===== config.mk =====
export PLATFORM = sky130hd
export DESIGN_NAME = ucg_used_ring
export DESIGN_NICKNAME = d
export VERILOG_FILES = /design/src/rtl/ucg_pkg.sv /design/src/rtl/ucg_seg_walk.sv /design/src/rtl/ucg_irq_gate.sv /design/src/rtl/ucg_used_ring.sv
export SDC_FILE = /design/constraint.sdc
export NUM_CORES = 2
export LEC_CHECK = 0
export BUFFER_PORTS_ARGS = -buffer_cell sky130_fd_sc_hd__clkbuf_2
export CAP_MARGIN = 20
export CORE_AREA = 2 2 477 479
export DETAILED_ROUTE_END_ITERATION = 8
export DIE_AREA = 0 0 479 481
export PLACE_DENSITY_LB_ADDON = 0.12
export SLEW_MARGIN = 20
export SYNTH_ARGS = -nofsm -noshare
export SYNTH_HDL_FRONTEND = slang
export SYNTH_SLANG_ARGS = --single-unit

===== constraint.sdc =====
create_clock -name clk_i -period 18.6 [get_ports clk_i]
set_input_delay 2.79 -clock clk_i [delete_from_list [all_inputs] [get_ports clk_i]]
set_output_delay 2.79 -clock clk_i [all_outputs]
set_load 0.005 [all_outputs]

===== src/rtl/ucg_pkg.sv =====
package ucg_pkg;
  typedef enum logic [2:0] {
    ST_IDLE,
    ST_WALK,
    ST_ELEM,
    ST_SYNC,
    ST_FLAG
  } ucg_state_e;

  localparam int FLAGS_OFF   = 0;
  localparam int IDX_OFF     = 2;
  localparam int RING_OFF    = 4;
  localparam int ELEM_SHIFT  = 3;
  localparam int NO_IRQ_BIT  = 0;
  localparam logic [7:0] CAUSE_QUEUE = 8'h01;
endpackage


===== src/rtl/ucg_seg_walk.sv =====
module ucg_seg_walk #(
  parameter int NSEG = 8,
  parameter int AW   = 64,
  parameter int LW   = 32,
  localparam int NW  = $clog2(NSEG + 1),
  localparam int SW  = (NSEG > 1) ? $clog2(NSEG) : 1
) (
  input  logic                     clk_i,
  input  logic                     rst_ni,
  input  logic                     start_i,
  input  logic [LW-1:0]            total_i,
  input  logic [LW-1:0]            rsv_i,
  input  logic [NW-1:0]            nseg_i,
  input  logic [NSEG-1:0][AW-1:0]  seg_addr_i,
  input  logic [NSEG-1:0][LW-1:0]  seg_len_i,
  output logic                     done_o,
  output logic                     ext_valid_o,
  output logic [NW-1:0]            ext_idx_o,
  output logic [AW-1:0]            ext_addr_o,
  output logic [LW-1:0]            ext_len_o
);
  logic                    act_q;
  logic [NW-1:0]           idx_q, nseg_q;
  logic [LW-1:0]           left_q, skip_q;
  logic [NSEG-1:0][AW-1:0] addr_q;
  logic [NSEG-1:0][LW-1:0] len_q;

  logic [SW-1:0] sel;
  logic [LW-1:0] cur_len, part_len, use_len;
  logic          end_walk, skip_all;

  assign sel      = idx_q[SW-1:0];
  assign end_walk = (idx_q >= nseg_q) || (left_q == '0);
  assign cur_len  = len_q[sel];
  assign skip_all = skip_q >= cur_len;
  assign part_len = cur_len - skip_q;
  assign use_len  = (part_len > left_q) ? left_q : part_len;

  assign done_o      = act_q && end_walk;
  assign ext_valid_o = act_q && !end_walk && !skip_all;
  assign ext_idx_o   = idx_q;
  assign ext_addr_o  = addr_q[sel] + AW'(skip_q);
  assign ext_len_o   = use_len;

  always_ff @(posedge clk_i or negedge rst_ni) begin
    if (!rst_ni) begin
      act_q  <= 1'b0;
      idx_q  <= '0;
      nseg_q <= '0;
      left_q <= '0;
      skip_q <= '0;
      addr_q <= '0;
      len_q  <= '0;
    end else if (start_i) begin
      act_q  <= 1'b1;
      idx_q  <= '0;
      nseg_q <= (nseg_i > NW'(NSEG)) ? NW'(NSEG) : nseg_i;
      left_q <= (rsv_i < total_i) ? (total_i - rsv_i) : '0;
      skip_q <= rsv_i;
      addr_q <= seg_addr_i;
      len_q  <= seg_len_i;
    end else if (act_q) begin
      if (end_walk) begin
        act_q <= 1'b0;
      end else if (skip_all) begin
        skip_q <= skip_q - cur_len;
        idx_q  <= idx_q + 1'b1;
      end else begin
        skip_q <= '0;
        left_q <= left_q - use_len;
        idx_q  <= idx_q + 1'b1;
      end
    end
  end
endmodule


===== src/rtl/ucg_irq_gate.sv =====
module ucg_irq_gate
  import ucg_pkg::*;
#(
  parameter int SKIP_CW = 16
) (
  input  logic               clk_i,
  input  logic               rst_ni,
  input  logic               eval_i,
  input  logic [15:0]        avail_flags_i,
  input  logic               notify_empty_i,
  input  logic               queue_empty_i,
  output logic               irq_o,
  output logic [7:0]         irq_cause_o,
  output logic [SKIP_CW-1:0] skip_cnt_o
);
  logic fire;

  assign fire        = !avail_flags_i[NO_IRQ_BIT] || (notify_empty_i && queue_empty_i);
  assign irq_o       = eval_i && fire;
  assign irq_cause_o = irq_o ? CAUSE_QUEUE : 8'h00;

  always_ff @(posedge clk_i or negedge rst_ni) begin
    if (!rst_ni)              skip_cnt_o <= '0;
    else if (eval_i && !fire) skip_cnt_o <= skip_cnt_o + 1'b1;
  end
endmodule


===== src/rtl/ucg_used_ring.sv =====
module ucg_used_ring
  import ucg_pkg::*;
#(
  parameter int NSEG      = 8,
  parameter int AW        = 64,
  parameter int RING_LOG2 = 4,
  parameter int SKIP_CW   = 16,
  localparam int NW       = $clog2(NSEG + 1)
) (
  input  logic                    clk_i,
  input  logic                    rst_ni,
  input  logic [AW-1:0]           used_base_i,
  input  logic                    cmp_valid_i,
  output logic                    ready_o,
  input  logic [31:0]             cmp_id_i,
  input  logic [31:0]             cmp_total_i,
  input  logic [31:0]             cmp_rsv_i,
  input  logic [NW-1:0]           cmp_nseg_i,
  input  logic [NSEG-1:0][AW-1:0] seg_addr_i,
  input  logic [NSEG-1:0][31:0]   seg_len_i,
  input  logic                    sync_i,
  input  logic [15:0]             avail_flags_i,
  input  logic                    notify_empty_i,
  input  logic                    queue_empty_i,
  input  logic                    flag_req_i,
  input  logic                    flag_enable_i,
  input  logic [15:0]             used_flags_i,
  output logic                    wr_valid_o,
  output logic [AW-1:0]           wr_addr_o,
  output logic [63:0]             wr_data_o,
  output logic [3:0]              wr_bytes_o,
  output logic                    ext_valid_o,
  output logic [NW-1:0]           ext_idx_o,
  output logic [AW-1:0]           ext_addr_o,
  output logic [31:0]             ext_len_o,
  output logic                    irq_o,
  output logic [7:0]              irq_cause_o,
  output logic [SKIP_CW-1:0]      skip_cnt_o
);
  ucg_state_e st_q, st_d;
  logic [15:0] used_idx_q;
  logic [31:0] id_q, total_q;
  logic        sync_pend_q, flag_pend_q, flag_en_q;
  logic [15:0] flag_word_q;
  logic        take_cmp, take_sync, take_flag, walk_done;
  logic [AW-1:0] elem_addr;

  assign take_cmp  = (st_q == ST_IDLE) && cmp_valid_i;
  assign take_sync = (st_q == ST_IDLE) && !cmp_valid_i && sync_pend_q;
  assign take_flag = (st_q == ST_IDLE) && !cmp_valid_i && !sync_pend_q && flag_pend_q;
  assign ready_o   = (st_q == ST_IDLE);

  ucg_seg_walk #(.NSEG(NSEG), .AW(AW), .LW(32)) u_walk (
    .clk_i       (clk_i),
    .rst_ni      (rst_ni),
    .start_i     (take_cmp),
    .total_i     (cmp_total_i),
    .rsv_i       (cmp_rsv_i),
    .nseg_i      (cmp_nseg_i),
    .seg_addr_i  (seg_addr_i),
    .seg_len_i   (seg_len_i),
    .done_o      (walk_done),
    .ext_valid_o (ext_valid_o),
    .ext_idx_o   (ext_idx_o),
    .ext_addr_o  (ext_addr_o),
    .ext_len_o   (ext_len_o)
  );

  ucg_irq_gate #(.SKIP_CW(SKIP_CW)) u_gate (
    .clk_i          (clk_i),
    .rst_ni         (rst_ni),
    .eval_i         (st_q == ST_SYNC),
    .avail_flags_i  (avail_flags_i),
    .notify_empty_i (notify_empty_i),
    .queue_empty_i  (queue_empty_i),
    .irq_o          (irq_o),
    .irq_cause_o    (irq_cause_o),
    .skip_cnt_o     (skip_cnt_o)
  );

  always_comb begin
    st_d = st_q;
    unique case (st_q)
      ST_IDLE: begin
        if (take_cmp)       st_d = ST_WALK;
        else if (take_sync) st_d = ST_SYNC;
        else if (take_flag) st_d = ST_FLAG;
      end
      ST_WALK: if (walk_done) st_d = ST_ELEM;
      ST_ELEM: st_d = ST_IDLE;
      ST_SYNC: st_d = ST_IDLE;
      ST_FLAG: st_d = ST_IDLE;
      default: st_d = ST_IDLE;
    endcase
  end

  always_ff @(posedge clk_i or negedge rst_ni) begin
    if (!rst_ni) begin
      st_q        <= ST_IDLE;
      used_idx_q  <= '0;
      id_q        <= '0;
      total_q     <= '0;
      sync_pend_q <= 1'b0;
      flag_pend_q <= 1'b0;
      flag_en_q   <= 1'b0;
      flag_word_q <= '0;
    end else begin
      st_q        <= st_d;
      sync_pend_q <= sync_i | (sync_pend_q & ~take_sync);
      flag_pend_q <= flag_req_i | (flag_pend_q & ~take_flag);
      if (flag_req_i) begin
        flag_en_q   <= flag_enable_i;
        flag_word_q <= used_flags_i;
      end
      if (take_cmp) begin
        id_q    <= cmp_id_i;
        total_q <= cmp_total_i;
      end
      if (st_q == ST_ELEM) used_idx_q <= used_idx_q + 16'd1;
    end
  end

  assign elem_addr = used_base_i + AW'(RING_OFF)
                   + (AW'(used_idx_q[RING_LOG2-1:0]) << ELEM_SHIFT);

  always_comb begin
    wr_valid_o = 1'b0;
    wr_addr_o  = '0;
    wr_data_o  = '0;
    wr_bytes_o = '0;
    unique case (st_q)
      ST_ELEM: begin
        wr_valid_o = 1'b1;
        wr_addr_o  = elem_addr;
        wr_data_o  = {total_q, id_q};
        wr_bytes_o = 4'd8;
      end
      ST_SYNC: begin
        wr_valid_o = 1'b1;
        wr_addr_o  = used_base_i + AW'(IDX_OFF);
        wr_data_o  = {48'd0, used_idx_q};
        wr_bytes_o = 4'd2;
      end
      ST_FLAG: begin
        wr_valid_o = 1'b1;
        wr_addr_o  = used_base_i + AW'(FLAGS_OFF);
        wr_data_o  = {48'd0, flag_word_q[15:1], ~flag_en_q};
        wr_bytes_o = 4'd2;
      end
      default: ;
    endcase
  end
endmodule


## Word level (Yosys, flattened, before mapping)

Index checks and enable logic that the tools add are counted.

- Add/sub/neg operators: 11
- Magnitude comparators: 6
- Equal/unequal tests: 8
- Mux-type cells: 31
- Bitwise operators: 7
- Reduce and logical (&&, ||, !) cells: 27

Operators by type and width:

| kind | count |
|---|---|
| $pmux 64 s3 | 2 |
| $mux 32 | 11 |
| $bmux 64 s3 | 1 |
| $sub 32x32->32 | 4 |
| $bmux 32 s3 | 1 |
| $add 64x2->64 const B | 1 |
| $add 64x3->64 const B | 1 |
| $add 64x32->64 | 1 |
| $add 64x7->64 | 1 |
| $mux 64 | 1 |
| $add 16x1->16 const B | 2 |
| $ge 32x32->1 | 1 |
| $gt 32x32->1 | 1 |
| $logic_not 32->1 | 1 |
| $lt 32x32->1 | 1 |
| $mux 4 | 4 |
| $mux 3 | 4 |
| $logic_and 1x1->1 | 11 |
| $pmux 4 s2 | 1 |
| $eq 3x2->1 const B | 2 |
| $logic_not 1->1 | 6 |
| $pmux 3 s2 | 1 |
| $mux 1 | 5 |
| $add 4x1->4 const B | 1 |
| other kinds (18) | 25 |

- Register bits after elaboration: 959
- Input port bits: 972
- Output and inout bits: 260
- Word-level logic and storage cells: 120

## Longest topological paths before layout

- Word-level depth: 10
- Mapped depth: 55
- Depth with buffers taken out: 41

## Cells and area by module

From an unflattened synthesis, not the netlist that was laid out.

- Cell total of the unflattened synthesis: 4981
- Area total of the unflattened synthesis: 56999.7 sq um

Modules (own cells, without submodules):

| module | times used | cells each | area each (sq um) | seq. area each (sq um) |
|---|---|---|---|---|
| ucg_seg_walk | 1 | 4010 | 48450.2 | 21045.2 |
| ucg_used_ring | 1 | 893 | 7666.1 | 2527.4 |
| ucg_irq_gate | 1 | 78 | 883.3 | 400.4 |

## Worst setup path after synthesis

Ideal clock, no wire load.

- Kind: register to register
- From: register u_walk.idx_q[0] (netlist: u_walk.ext_idx_o[0])
- To: register u_walk.left_q[30]
- Setup time: 125 ps
- Arrival: 11348 ps
- Data required time: 18475 ps
- Slack: 7127 ps
- Cell stages (with the launch flop): 55
- Buffers on the path: 13
- Clock period less this slack: 11473 ps
- Cell sequence: dfrtp_1 > buf_4 > buf_4 > buf_2 > buf_2 > buf_4 > buf_2 > buf_1 > mux4_2 > mux2i_1 > inv_1 > ha_1 > buf_2 > a21oi_1 > o21a_1 > a21o_1 > a211oi_2 > o31ai_1 > [... 19 more ...] > nand2_1 > o21ai_0 > ha_1 > fa_1 > inv_1 > a21o_1 > maj3_1 > a21o_1 > maj3_1 > o2111ai_1 > a22oi_1 > o21ai_1 > a211o_2 > o22ai_4 > a221oi_2 > xnor2_1 > a211oi_1 > nor3_1

- Longest elaborated chain between the ends: 10
- Elaborated cells on any way between the ends: 16
- Classes of those cells: 2 x add/sub; 3 x order compare; 2 x eq/ne; 7 x mux; 2 x reduce/logical

Ends and longest elaborated chain:

| element | RTL line | text |
|---|---|---|
| start, declared | ucg_seg_walk.sv:23 | `logic [NW-1:0] idx_q, nseg_q;` |
| start signal, assigned | ucg_seg_walk.sv:67 | `idx_q <= idx_q + 1'b1;` |
| start signal, assigned | ucg_seg_walk.sv:71 | `idx_q <= idx_q + 1'b1;` |
| $bmux 32 s3 * | ucg_seg_walk.sv:34 | `assign cur_len = len_q[sel];` |
| $mux 32 (not written as such) * | ucg_seg_walk.sv:34 |  |
| $sub 32x32->32 * | ucg_seg_walk.sv:36 | `assign part_len = cur_len - skip_q;` |
| $gt 32x32->1 | ucg_seg_walk.sv:37 | `assign use_len = (part_len > left_q) ? left_q : part_len;` |
| $mux 32 * | ucg_seg_walk.sv:37 |  |
| net ext_len_o[0] | ucg_used_ring.sv:35 | `output logic [31:0] ext_len_o,` |
| $sub 32x32->32 * | ucg_seg_walk.sv:70 | `left_q <= left_q - use_len;` |
| $mux 32 * | ucg_seg_walk.sv:65 | `end else if (skip_all) begin` |
| $mux 32 * | ucg_seg_walk.sv:63 | `if (end_walk) begin` |
| $mux 32 * | ucg_seg_walk.sv:62 | `end else if (act_q) begin` |
| $mux 32 * | ucg_seg_walk.sv:54 | `end else if (start_i) begin` |
| end signal, assigned | ucg_seg_walk.sv:58 | `left_q <= (rsv_i < total_i) ? (total_i - rsv_i) : '0;` |
| end signal, assigned | ucg_seg_walk.sv:70 |  |
| end, declared | ucg_seg_walk.sv:24 | `logic [LW-1:0] left_q, skip_q;` |

Mark *: on every way through the listed nets, which the timed path passes. The rest lies on a longest branch. The select of a mux whose other input is x is not followed.
A chain may end at the register's enable or synchronous reset.

## Worst setup path after layout

- From: register u_walk.idx_q[1] (netlist: u_walk.ext_idx_o[1])
- To: output ext_len_o[26]

- Longest elaborated chain between the ends: 5

Ends and longest elaborated chain:

| element | RTL line |
|---|---|
| $bmux 32 s3 * | ucg_seg_walk.sv:34 |
| $mux 32 (not written as such) * | ucg_seg_walk.sv:34 |
| $sub 32x32->32 * | ucg_seg_walk.sv:36 |
| $gt 32x32->1 | ucg_seg_walk.sv:37 |
| $mux 32 * | ucg_seg_walk.sv:37 |
| end, declared | ucg_used_ring.sv:35 |

Mark *: on every way between the ends. The rest lies on a longest branch, timed or not. The select of a mux whose other input is x is not followed.

==> impl_metrics.toml <==
[yosys]
syn_area_um2 = 56000
synthFlopType = "dfrtp_1"
yosys_warnings = 0
synth.avg_cell_area_um2 = 8.50
syn_inst = 6588
synth_edf_count = 0
synth_area_leaders = "dfrtp_1 43%, nand2_1 19%, mux4_2 7.7%"
synth_top_area_share_pct = 42.8
synth_top_cell_by_area = "dfrtp_1"
synth.yosys.seq_area_share_pct = 42.8
synth.ff_latch_count = 958
synthArstFlopShare_pct = 100
ys_types = 98

[setup_path]
path_buf_inv = 5
regToRegSetupSlack_ps = 6430
r2r-end = "u_walk.left_q[22]"
crit_family = "compound AO/OA/AOI/OAI gates"
worstSetupPathType = "flip-flop to output port"
cp_data_required_time_ps = 15810
cp.arrival_ps = 10450
crit_fanout = 70
cp.depth = 28
critPathLaunchType = "flip-flop"
reg2reg_from = "u_walk.ext_idx_o[1]"
crit_path_end_kind = "output port"
cpPeakStageDelay_ps = 950
rr_worst_depth = 41
slowest_stage = "o21ai_0"

[sta]
period_minus_slack_ps = 13240
worst_pin_slew_ps = 1260
finalCritPeriodShare_pct = 71.2
rsz0062_at_grt = "false"
maxSlewViolCount = 0
tns_ps = 0
max_clock_freq_ghz = 0.0755
clock_skew_ps = 79.9
setup_violations = 0
maxSlewHeadroom_pct = 15.7
finalHoldViolations = 0

[clock_tree]
cts_tree = "yes"
hold_buffers = 0
cts_sinks = 958
cts_resized = 0
clk_pin_slew_worst_paths_ps = 60
cts_buffer_depth = 3
post-cts-setup-buffer-count = 0
root_buffer = "clkbuf_16"
clk_latency_ps = 800
cts_buffers = 121
htree_levels = 3

[global_route]
antenna_found_initial = 121
overflow = 0
grt_start_max_net_pins = 226
grt_pass1_vias = 51700
grt_pass1_wl_mm = 378
grtUsageTotal_pct = 22.5

[die]
die-area_um2 = 230000
io_pins = 1232
core_area_um2 = 226000
start_util_pct = 24.8
die_y_um = 481
row_count = 175
die_w_um = 479

[routing]
routedWlPerCell_um = 24.9
drc_errors = 0
num_vias = 51300
ant_nets = 0
avgViaCountPerCell = 4.76
dr.pass1.iters = 6
drt-total-wl_mm = 268
drtIter0Drc = 3565

[min_path]
hold_class = "flip-flop to flip-flop"
min_from = "total_q[18]"
hold_end = "total_q[18]"
worstHoldPathCells = 2

[final_layout]
drive_gt1_share_pct = 23.1
regArea_um2 = 24000
area_growth_pct = 23.6
multi_input_area_um2 = 29800
finalNetCount = 8787
fin_area_um2 = 69200
fill_cells = 24400

[placement]
place_area_um2 = 65000
portBuffers = 1206
place_congestion = 0.897
hpwl_mm = 210

[flow_run]
drv_cap = 0

[status]
status = "finished, final reports clean"
placed cells by master (no fill, tap or decap), drive strengths merged, types with 66 or more instances in the layout:
cell	netlist	final
nand2	2771	2771
clkbuf	292	1386
dfrtp	958	958
a21oi	262	262
o21ai	242	242
inv	205	208
mux4	192	192
nor2	190	190
ha	185	185
xnor2	133	133
nand3	92	92
mux2i	89	89
a21o	88	88
xor2	81	81
and2	70	70
buf	74	66
worst max-delay path by stage:
| stage | start | endpoint | slack, ps |
|---|---|---|---|
| floorplan | u_walk.ext_idx_o[0] | u_walk.left_q[30] | 7130 |
| global placement | u_walk.ext_idx_o[0] | ext_len_o[26] | 5960 |
| detailed placement | u_walk.ext_idx_o[0] | ext_len_o[26] | 6000 |
| CTS | u_walk.ext_idx_o[0] | ext_len_o[26] | 5110 |
| global route | u_walk.ext_idx_o[0] | ext_len_o[26] | 4590 |
| finish | u_walk.ext_idx_o[1] | ext_len_o[26] | 5360 |
through the flow:
step           setup slack [ps]  util, %  instances  hold slack [ps]
3_5_place_dp               6000     28.8      10500              456
4_1_cts                    5110     30.6      10700              471
3_3_place_gp               5960     28.8      10500              451
6_report                   5360     30.7      10800              467
2_1_floorplan              7130        -       6596              437
5_1_grt                    4590     30.6      10800              480
cell families after synthesis:
group	count (synthesis)	synth area share, %
compound gates	869	9.72
xor+xnor	214	3.43
fa+ha+maj	210	4.70
buf+inv	573	4.03
flops	958	42.8
mux	333	10.4
other cells	1	0.00670
simple gates	3430	24.9
cell usage after synthesis (all sizes together), types with 10 or more instances:
cell    instances
a211oi         14
a21boi         11
a21o           88
a21oi         262
a221oi         28
a22oi          13
a31oi          52
and2           70
and3           30
and4           10
buf            74
clkbuf        292
dfrtp         958
ha            185
inv           205
maj3           19
mux2           52
mux2i          89
mux4          192
nand2        2771
nand2b         39
nand3          92
nand3b         15
nand4          57
nor2          190
nor2b          37
nor3           45
nor4           36
o211ai         11
o21a           17
o21ai         242
o21bai         22
o22ai          12
o31ai          22
or2            12
or3            10
xnor2         133
xor2           81
layer usage:
layer / vias to the layer above / share of wire, % / track usage (%)
met1: 25200 / 42 / 27.9
met4: 116 / 2.3 / 5.53
met3: 374 / 6.3 / 5.56
met5: - / 0.27 / 0
met2: 1492 / 50 / 39.1
li1: 24100 / - / -
registers in the layout (all words and copies together) (netlist names), 3 cells and up:
name	count
u_walk.skip_q	32
total_q	32
used_idx_q	16
id_q	32
u_walk.len_q	256
u_walk.addr_q	512
u_walk.ext_idx_o	4
u_walk.nseg_q	4
u_walk.left_q	32
st_q	3
flag_word_q	15
u_gate.skip_cnt_o	16
tightest hold or removal path, cell delays in order (launching register included):
cell	delay [ps]
dfrtp_1	330
nand2_1	50
nand2_1	50
layout make-up:
cell class / instances / share of cell area (%)
inverter: 207 / 1.12
clock inverter: 43 / 0.784
clock buffer: 181 / 5.18
tap: 3009 / 5.44
timing repair buffer: 1271 / 9.56
antenna: 42 / 0.152
multi-input combinational: 5065 / 43.1
sequential: 958 / 34.6
Power is not shown: default switching activity piles up to over one toggle a cycle in this logic, so the estimate is an artifact.
